`src/rtl/snpen_pkg.sv`:
```
// Package: shared constants for the snoop port enable controller.
// Assumes byte addresses with one register window per 2**WIN_SHIFT bytes.
package snpen_pkg;
    // Register offsets inside a window
    localparam int unsigned OFS_CTRL = 32'h0;
    localparam int unsigned OFS_STAT = 32'hC;
    // Bit positions
    localparam int unsigned SNP_BIT  = 0;
    localparam int unsigned DVM_BIT  = 1;
    localparam int unsigned PEND_BIT = 0;
endpackage

```
`src/rtl/snpen_addr_dec.sv`:
```
// Module: address decoder. Window 0 holds the status register; window p+1
// holds port p's control register. Assumes ADDR_W > WIN_SHIFT.
module snpen_addr_dec
    import snpen_pkg::*;
#(
    parameter int ADDR_W    = 16,
    parameter int WIN_SHIFT = 12,
    parameter int NPORTS    = 5
) (
    input  logic [ADDR_W-1:0] addr,
    output logic [NPORTS-1:0] ctrl_sel,
    output logic              stat_sel
);
    localparam int WIN_W = ADDR_W - WIN_SHIFT;

    logic [WIN_W-1:0]     win;
    logic [WIN_SHIFT-1:0] ofs;

    // Split the address into window and offset
    assign win = addr[ADDR_W-1:WIN_SHIFT];
    assign ofs = addr[WIN_SHIFT-1:0];

    // Status register select
    assign stat_sel = (win == '0) && (ofs == WIN_SHIFT'(OFS_STAT));

    // One control-register select per port
    for (genvar p = 0; p < NPORTS; p++) begin : g_sel
        assign ctrl_sel[p] = (win == WIN_W'(p + 1)) && (ofs == WIN_SHIFT'(OFS_CTRL));
    end
endmodule

```
`src/rtl/snpen_port_ctrl.sv`:
```
// Module: one port's control register. Holds the snoop and DVM request levels
// that go straight to the port agent. Assumes wr is already address-qualified.
module snpen_port_ctrl
    import snpen_pkg::*;
(
    input  logic       clk,
    input  logic       rst_n,
    input  logic       wr,
    input  logic [1:0] wbits,
    output logic       snp_req,
    output logic       dvm_req
);
    // Capture the requested feature levels on a write
    always_ff @(posedge clk) begin
        if (!rst_n) begin
            snp_req <= 1'b0;
            dvm_req <= 1'b0;
        end else if (wr) begin
            snp_req <= wbits[SNP_BIT];
            dvm_req <= wbits[DVM_BIT];
        end
    end

    AST_WRITE_TAKES: assert property (@(posedge clk) disable iff (!rst_n)
        wr |=> (snp_req == $past(wbits[SNP_BIT]) && dvm_req == $past(wbits[DVM_BIT])));
    AST_NO_STRAY_CHANGE: assert property (@(posedge clk) disable iff (!rst_n)
        !wr |=> ($stable(snp_req) && $stable(dvm_req)));
endmodule

```
`src/rtl/snpen_pend.sv`:
```
// Module: global change-pending detector. Flags any port whose acknowledge
// level differs from its request level. Assumes acks are synchronous to clk.
module snpen_pend #(
    parameter int NPORTS = 5
) (
    input  logic [NPORTS-1:0] snp_req,
    input  logic [NPORTS-1:0] snp_ack,
    input  logic [NPORTS-1:0] dvm_req,
    input  logic [NPORTS-1:0] dvm_ack,
    output logic              pending
);
    logic [NPORTS-1:0] port_busy;

    // Per-port mismatch over both features
    for (genvar p = 0; p < NPORTS; p++) begin : g_busy
        assign port_busy[p] = (snp_req[p] ^ snp_ack[p]) | (dvm_req[p] ^ dvm_ack[p]);
    end

    // Reduce to one global flag
    assign pending = |port_busy;
endmodule

```
`src/rtl/snpen_ctrl.sv`:
```
// Module: top of the snoop port enable handshake controller. Decodes the
// register bus, keeps one control register per port, and reports a global
// pending bit. Read data is registered, one cycle after bus_rd.
// Assumes at most one of bus_wr/bus_rd per cycle matters to one address.
module snpen_ctrl
    import snpen_pkg::*;
#(
    parameter int NUM_FULL  = 2,
    parameter int NUM_IO    = 3,
    parameter int ADDR_W    = 16,
    parameter int DATA_W    = 32,
    parameter int WIN_SHIFT = 12
) (
    input  logic                         clk,
    input  logic                         rst_n,
    input  logic                         bus_wr,
    input  logic                         bus_rd,
    input  logic [ADDR_W-1:0]            bus_addr,
    input  logic [DATA_W-1:0]            bus_wdata,
    output logic [DATA_W-1:0]            bus_rdata,
    output logic                         bus_rvalid,
    output logic [NUM_FULL+NUM_IO-1:0]   snp_req,
    input  logic [NUM_FULL+NUM_IO-1:0]   snp_ack,
    output logic [NUM_FULL+NUM_IO-1:0]   dvm_req,
    input  logic [NUM_FULL+NUM_IO-1:0]   dvm_ack
);
    localparam int NPORTS = NUM_FULL + NUM_IO;

    logic [NPORTS-1:0] ctrl_sel;
    logic              stat_sel;
    logic              pending;
    logic [DATA_W-1:0] rd_next;
    logic              unused_wbits;

    // Only the two control bits of the write data are stored
    assign unused_wbits = ^bus_wdata[DATA_W-1:2];

    // Address decode
    snpen_addr_dec #(
        .ADDR_W   (ADDR_W),
        .WIN_SHIFT(WIN_SHIFT),
        .NPORTS   (NPORTS)
    ) u_dec (
        .addr    (bus_addr),
        .ctrl_sel(ctrl_sel),
        .stat_sel(stat_sel)
    );

    // One control register per port
    for (genvar p = 0; p < NPORTS; p++) begin : g_port
        snpen_port_ctrl u_port (
            .clk    (clk),
            .rst_n  (rst_n),
            .wr     (bus_wr && ctrl_sel[p]),
            .wbits  (bus_wdata[1:0]),
            .snp_req(snp_req[p]),
            .dvm_req(dvm_req[p])
        );
    end

    // Global pending detection
    snpen_pend #(.NPORTS(NPORTS)) u_pend (
        .snp_req(snp_req),
        .snp_ack(snp_ack),
        .dvm_req(dvm_req),
        .dvm_ack(dvm_ack),
        .pending(pending)
    );

    // Read data selection for the addressed register
    always_comb begin
        rd_next = '0;
        if (stat_sel) rd_next[PEND_BIT] = pending;
        for (int p = 0; p < NPORTS; p++) begin
            if (ctrl_sel[p]) begin
                rd_next[SNP_BIT] = snp_req[p];
                rd_next[DVM_BIT] = dvm_req[p];
            end
        end
    end

    // Register the read response
    always_ff @(posedge clk) begin
        if (!rst_n) begin
            bus_rvalid <= 1'b0;
            bus_rdata  <= '0;
        end else begin
            bus_rvalid <= bus_rd;
            bus_rdata  <= bus_rd ? rd_next : '0;
        end
    end

    AST_RD_LATENCY: assert property (@(posedge clk) disable iff (!rst_n)
        bus_rd |=> bus_rvalid);
    AST_RD_NO_SPURIOUS: assert property (@(posedge clk) disable iff (!rst_n)
        !bus_rd |=> !bus_rvalid);
    AST_UPPER_ZERO: assert property (@(posedge clk) disable iff (!rst_n)
        bus_rvalid |-> (bus_rdata[DATA_W-1:2] == '0));
    AST_STAT_IDLE: assert property (@(posedge clk) disable iff (!rst_n)
        (bus_rd && stat_sel && snp_req == snp_ack && dvm_req == dvm_ack) |=> (bus_rdata == '0));
    AST_STAT_BUSY: assert property (@(posedge clk) disable iff (!rst_n)
        (bus_rd && stat_sel && (snp_req != snp_ack || dvm_req != dvm_ack)) |=> bus_rdata[0]);
endmodule

```
`config.mk`:
```
export PLATFORM = sky130hd
export DESIGN_NAME = snpen_ctrl
export DESIGN_NICKNAME = d
export VERILOG_FILES = /design/src/rtl/snpen_pkg.sv /design/src/rtl/snpen_addr_dec.sv /design/src/rtl/snpen_port_ctrl.sv /design/src/rtl/snpen_pend.sv /design/src/rtl/snpen_ctrl.sv
export SDC_FILE = /design/constraint.sdc
export NUM_CORES = 1
export LEC_CHECK = 0
export BUFFER_PORTS_ARGS = -buffer_cell sky130_fd_sc_hd__buf_2
export CELL_PAD_IN_SITES_DETAIL_PLACEMENT = 1
export CELL_PAD_IN_SITES_GLOBAL_PLACEMENT = 2
export CORE_UTILIZATION = 20
export DETAILED_ROUTE_END_ITERATION = 16
export PLACE_DENSITY = 0.85
export SLEW_MARGIN = 10
export SYNTH_ARGS = -nofsm -noshare
export SYNTH_HDL_FRONTEND = slang
export SYNTH_SLANG_ARGS = --single-unit
```
`constraint.sdc`:
```
create_clock -name clk -period 3.25 [get_ports clk]
set_input_delay 0.325 -clock clk [delete_from_list [all_inputs] [get_ports clk]]
set_output_delay 0.325 -clock clk [all_outputs]
set_load 0.02 [all_outputs]
```
# [After elaboration in Yosys (flattened, before gate mapping)]
# Index checks and enable logic that the tools add are counted.
[word_totals] register_bits=43 latchBits=0 mem_bits_rw=0 mem_bits_ro=0 output_inout_bits=43 mem_count=0
[op_classes] n_addsub=0 multipliers=0 n_div=0 magnitude_cmp=0 eq_ne=6 n_shift=0 muxes=6 bitwise_logic=15 n_reduce_logical=15
[ops] operator="$eq 12x4->1 const B" count=1
[ops] operator="$logic_not 12->1" count=1
[ops] operator="$logic_and 1x1->1" count=11
[ops] operator="$mux 2" count=5
[ops] operator="$xor 1x1->1" count=10
[ops] operator="$eq 4x2->1 const B" count=2
[ops] operator="$eq 4x3->1 const B" count=2
[ops] operator="$or 1x1->1" count=5
[ops] operator="$reduce_or 5->1" count=1
[ops] operator="$eq 4x1->1 const B" count=1
[ops] operator="$logic_not 4->1" count=1
[ops] operator="$reduce_and 2->1" count=1
[ops] operator="$mux 1" count=1

# [Logic depth before layout (Yosys ltp)]
[logic_depth] depth_word=9 depth_mapped=6 depth_no_buf=5

# [Cells and area by module]
# A second synthesis with hierarchy kept.
[hier_totals] cells_unflattened=119 hier_area_um2=1021.0
[modules_own_cells] module="snpen_ctrl" n_inst=1 cells_each=57 area_per_inst_um2=435.4
[modules_own_cells] module="snpen_port_ctrl" n_inst=5 cells_each=6 area_per_inst_um2=72.6
[modules_own_cells] module="snpen_addr_dec" n_inst=1 cells_each=19 area_per_inst_um2=116.4
[modules_own_cells] module="snpen_pend" n_inst=1 cells_each=13 area_per_inst_um2=106.4

# [Worst setup path before layout]
# Ideal clock, no wire load.
[synth_path] path_kind="input to register" from="input bus_addr[13]" to="register g_port[3].u_port.dvm_req" setup_time_ns=0.116 arrival_time_ns=1.438 path_slack_ns=1.696 stages=5 path_buffers=1 path_cell_list="buf_2 > or3_4 > nor4_4 > mux2i_1 > nor2b_1"
[synth_between] elab_chain_len=3
[synth_rtl] element="start: declaration" line_no="snpen_ctrl.sv:18" rtl="input logic [ADDR_W-1:0] bus_addr,"
[synth_rtl] element="$eq 4x3->1" line_no="snpen_addr_dec.sv:28" rtl="assign ctrl_sel[p] = (win == WIN_W'(p + 1)) && (ofs == WIN_SHIFT'(OFS_CTRL));"
[synth_rtl] element="$logic_and 1x1->1" line_no="snpen_addr_dec.sv:28"
[synth_rtl] element="$logic_and 1x1->1" line_no="snpen_ctrl.sv:54" rtl=".wr (bus_wr && ctrl_sel[p]),"
[synth_rtl] element="end signal: assignment" line_no="snpen_port_ctrl.sv:20" rtl="dvm_req <= wbits[DVM_BIT];"
[synth_rtl] element="end: declaration" line_no="snpen_port_ctrl.sv:11" rtl="output logic dvm_req"
# Every way passes these cells.
# A chain may end at the register's enable or synchronous reset.

# [Worst setup path in the final report]
[layout_path] from="register g_port[0].u_port.dvm_req" to="register bus_rdata[0]"
[layout_between] elab_chain_len=9
[layout_rtl] element="start: declaration" line_no="snpen_port_ctrl.sv:11"
[layout_rtl] element="start signal: assignment" line_no="snpen_port_ctrl.sv:20"
[layout_rtl] element="$xor 1x1->1" line_no="snpen_pend.sv:16" rtl="assign port_busy[p] = (snp_req[p] ^ snp_ack[p]) | (dvm_req[p] ^ dvm_ack[p]);"
[layout_rtl] element="$or 1x1->1" line_no="snpen_pend.sv:16"
[layout_rtl] element="$reduce_or 5->1" line_no="snpen_pend.sv:20" rtl="assign pending = |port_busy;"
[layout_rtl] element="$mux 1" line_no="snpen_ctrl.sv:73" rtl="if (stat_sel) rd_next[PEND_BIT] = pending;"
[layout_rtl] element="$mux 2 (5 in a row)" line_no="snpen_ctrl.sv:75" rtl="if (ctrl_sel[p]) begin"
[layout_rtl] element="end signal: assignment" line_no="snpen_ctrl.sv:89" rtl="bus_rdata <= bus_rd ? rd_next : '0;"
[layout_rtl] element="end: declaration" line_no="snpen_ctrl.sv:20" rtl="output logic [DATA_W-1:0] bus_rdata,"
# Every way passes these cells.

==> results.cfg <==
[clock_network]
post_cts_buffers = 0
clock_sinks = 13
cts_max_level = 1
clk_pin_slew_ps = 60
hold_buffers = 0
clkLatencyLatePin_ps = 240
cts_root_buffer = clkbuf_8
cts_resized = 0
cts_tree = built
cts_buffers = 3
cts_buffer_depth = 2

[grt]
grt_max_degree = 13
grt-ovfl-total = 0
antenna_found_initial = 0
grt_pass1_wl_um = 4120
grt.total_usage_pct = 8.39
grt_pass1_vias = 888

[synth]
synth_most_common_cell = buf_4
synthArstFlopShare_pct = 0
ys_seq_area_share_pct = 21.7
yosys.area.top_type = buf_4
yosys.cell_types.count = 32
ys_ff_latch = 13
synth_common_cells = buf_4 (40), dfxtp_1 (13), nor2b_1 (12)
synth_cells = 133
syn_area_mm2 = 0.00120
ys_warn_count = 0
synth_area_leaders = buf_4 (25%), dfxtp_1 (22%), mux2i_1 (9.2%)
syn_area_per_cell_um2 = 9.00
synth_top_area_share_pct = 25.1
synth_edf_count = 0
synth-main-ff-cell = dfxtp_1

[floorplanning]
dieArea_mm2 = 0.00630
io_pins = 105
die_x_um = 79.4
chipHeight_um = 79.4
initial_core_util_pct = 21.2
coreArea_mm2 = 0.00564
core.rowCount = 27

[drt]
wl_per_cell_um = 10.9
drtAntennaViolNets = 0
dr.first_iter.drc_count = 33
routed_wl_um = 2610
vias = 895
first_pass_iters = 2
vias_per_cell = 3.74
drc = 0

[sta]
finalSetupTns_ps = 0
setup_viol = 0
min_period_ps = 1630
finalCritPeriodShare_pct = 50.0
fin_ws_ps = 1620
rsz0062_at_grt = no
hold_viol_final = 0
skew_ps = 5.04
slew_viol_final = 0
fmax_mhz = 615

[power]
p_sw_share_pct = 30.8
power_switching_mw = 0.120
clkPwrFrac_pct = 37.1
fin_total_pwr_mw = 0.389
comb_power_share_pct = 21.7
seqPwrFrac_pct = 41.1
p_leak_nw = 0.583
powerDensity_mw_per_mm2 = 289
ir_worst_vdd_uv = 99.7
power.internal_mw = 0.270

[setup_path]
worstSetupEndpointType = flop
cp_top_family = simple AND/OR/NAND/NOR gates
slowest_stage = nor4_1
slowest_delay_ps = 460
cp-start-kind = flop
crit_type = reg -> reg
worstPathArrival_ps = 1750
crit_required_ps = 3370
path_cells = xor2_1 > nor4_1 > nand4_1 > a22oi_1 > o32ai_1
cp_num_buf_inv = 0
worstPathMaxFanout = 4

[placement]
placed_area_mm2 = 0.00130
gp_congestion = 0.732
dp.final_hpwl_um = 2210
post-place-ws_ps = 1500
portBuffers = 44

[finish]
nets = 230
multi_input_area_um2 = 724
diodes = 0
fin_area_mm2 = 0.00135
drive_gt1_share_pct = 35.9
regArea_um2 = 260
area.growth.synth_to_final_pct = 12.6
fill_cells = 694

[run_status]
status = complete, no violations

[flow_run]
drv_cap = 0

[min_path]
min_path_type = in -> reg
==> metrics by stage <==
stage | utilization (%) | hold WS [ps] | instances
final | 23.9 | 305 | 239
after floorplan | - | 455 | 162
after detailed placement | 23.1 | 553 | 235
after global placement | 23.1 | 554 | 235
after CTS | 23.9 | 302 | 239
after global routing | 23.9 | 335 | 239
==> placed cells by master (no fill, tap or decap), drive strengths merged, types with 3 or more instances in the layout <==
master / count
nor4: 7
nor2b: 12
nor3: 5
xor2: 8
or3: 3
conb: 30
nand2: 5
mux2i: 11
dfxtp: 13
buf: 44
nor2: 6
clkbuf: 3
==> state kept, by name, summed over array words and instances, names as in the netlist <==
register / count
g_port.u_port.snp_req: 5
g_port.u_port.dvm_req: 5
bus_rdata: 2
bus_rvalid: 1
==> cell families (layout without fill, tap and decap cells) <==
kind of cell    Yosys count  count (layout)  synth area share, %
compound gates            7               7                 4.18
other cells               1              30                0.313
mux                      12              12                 10.1
simple gates             45              45                 29.5
flops                    13              13                 21.7
xor+xnor                 10              10                 7.32
buf+inv                  45              50                 26.9
==> layout make-up <==
cell class	count	area share, %
Clock buffer	3	3.06
Inverter	2	0.557
Timing Repair Buffer	44	16.3
Multi-Input combinational cell	104	53.7
Sequential cell	13	19.3
Tap cell	72	6.68
Clock inverter	1	0.371
==> per-layer routing <==
layer	track usage, %	vias up	part of all wire [%]
li1	-	449	-
met1	9.50	402	41
met2	14.9	42	48
met3	3.20	2	11
met4	1.64	0	0.23
met5	0	-	0
==> power by group through the flow <==
stage | Sequential, mW | Clock, mW | Combinational (mW)
detailed placement | 0.164 | 0 | 0.0846
global placement | 0.164 | 0 | 0.0839
floorplan | 0.165 | 0 | 0.0820
CTS | 0.160 | 0.149 | 0.0847
global route | 0.160 | 0.157 | 0.0930
finish | 0.160 | 0.145 | 0.0846
==> final timing paths <==
| check | cells after the start | end | startpoint | slack (ps) |
|---|---|---|---|---|
| worst max-delay path | 5 | bus_rdata[0] | g_port[0].u_port.dvm_req | 1620 |
| worst min-delay path | 3 | bus_rvalid | bus_rd | 300 |
| worst max register to register | 5 | bus_rdata[0] | g_port[0].u_port.dvm_req | 1620 |
| worst min register to register | 2 | g_port[4].u_port.dvm_req | g_port[4].u_port.dvm_req | 570 |
==> tightest hold or removal path: stages <==
cell and delay [ps]:
buf_2 70, nand2_1 50, inv_1 60
Note: power is estimated with default switching activity, not from simulation.
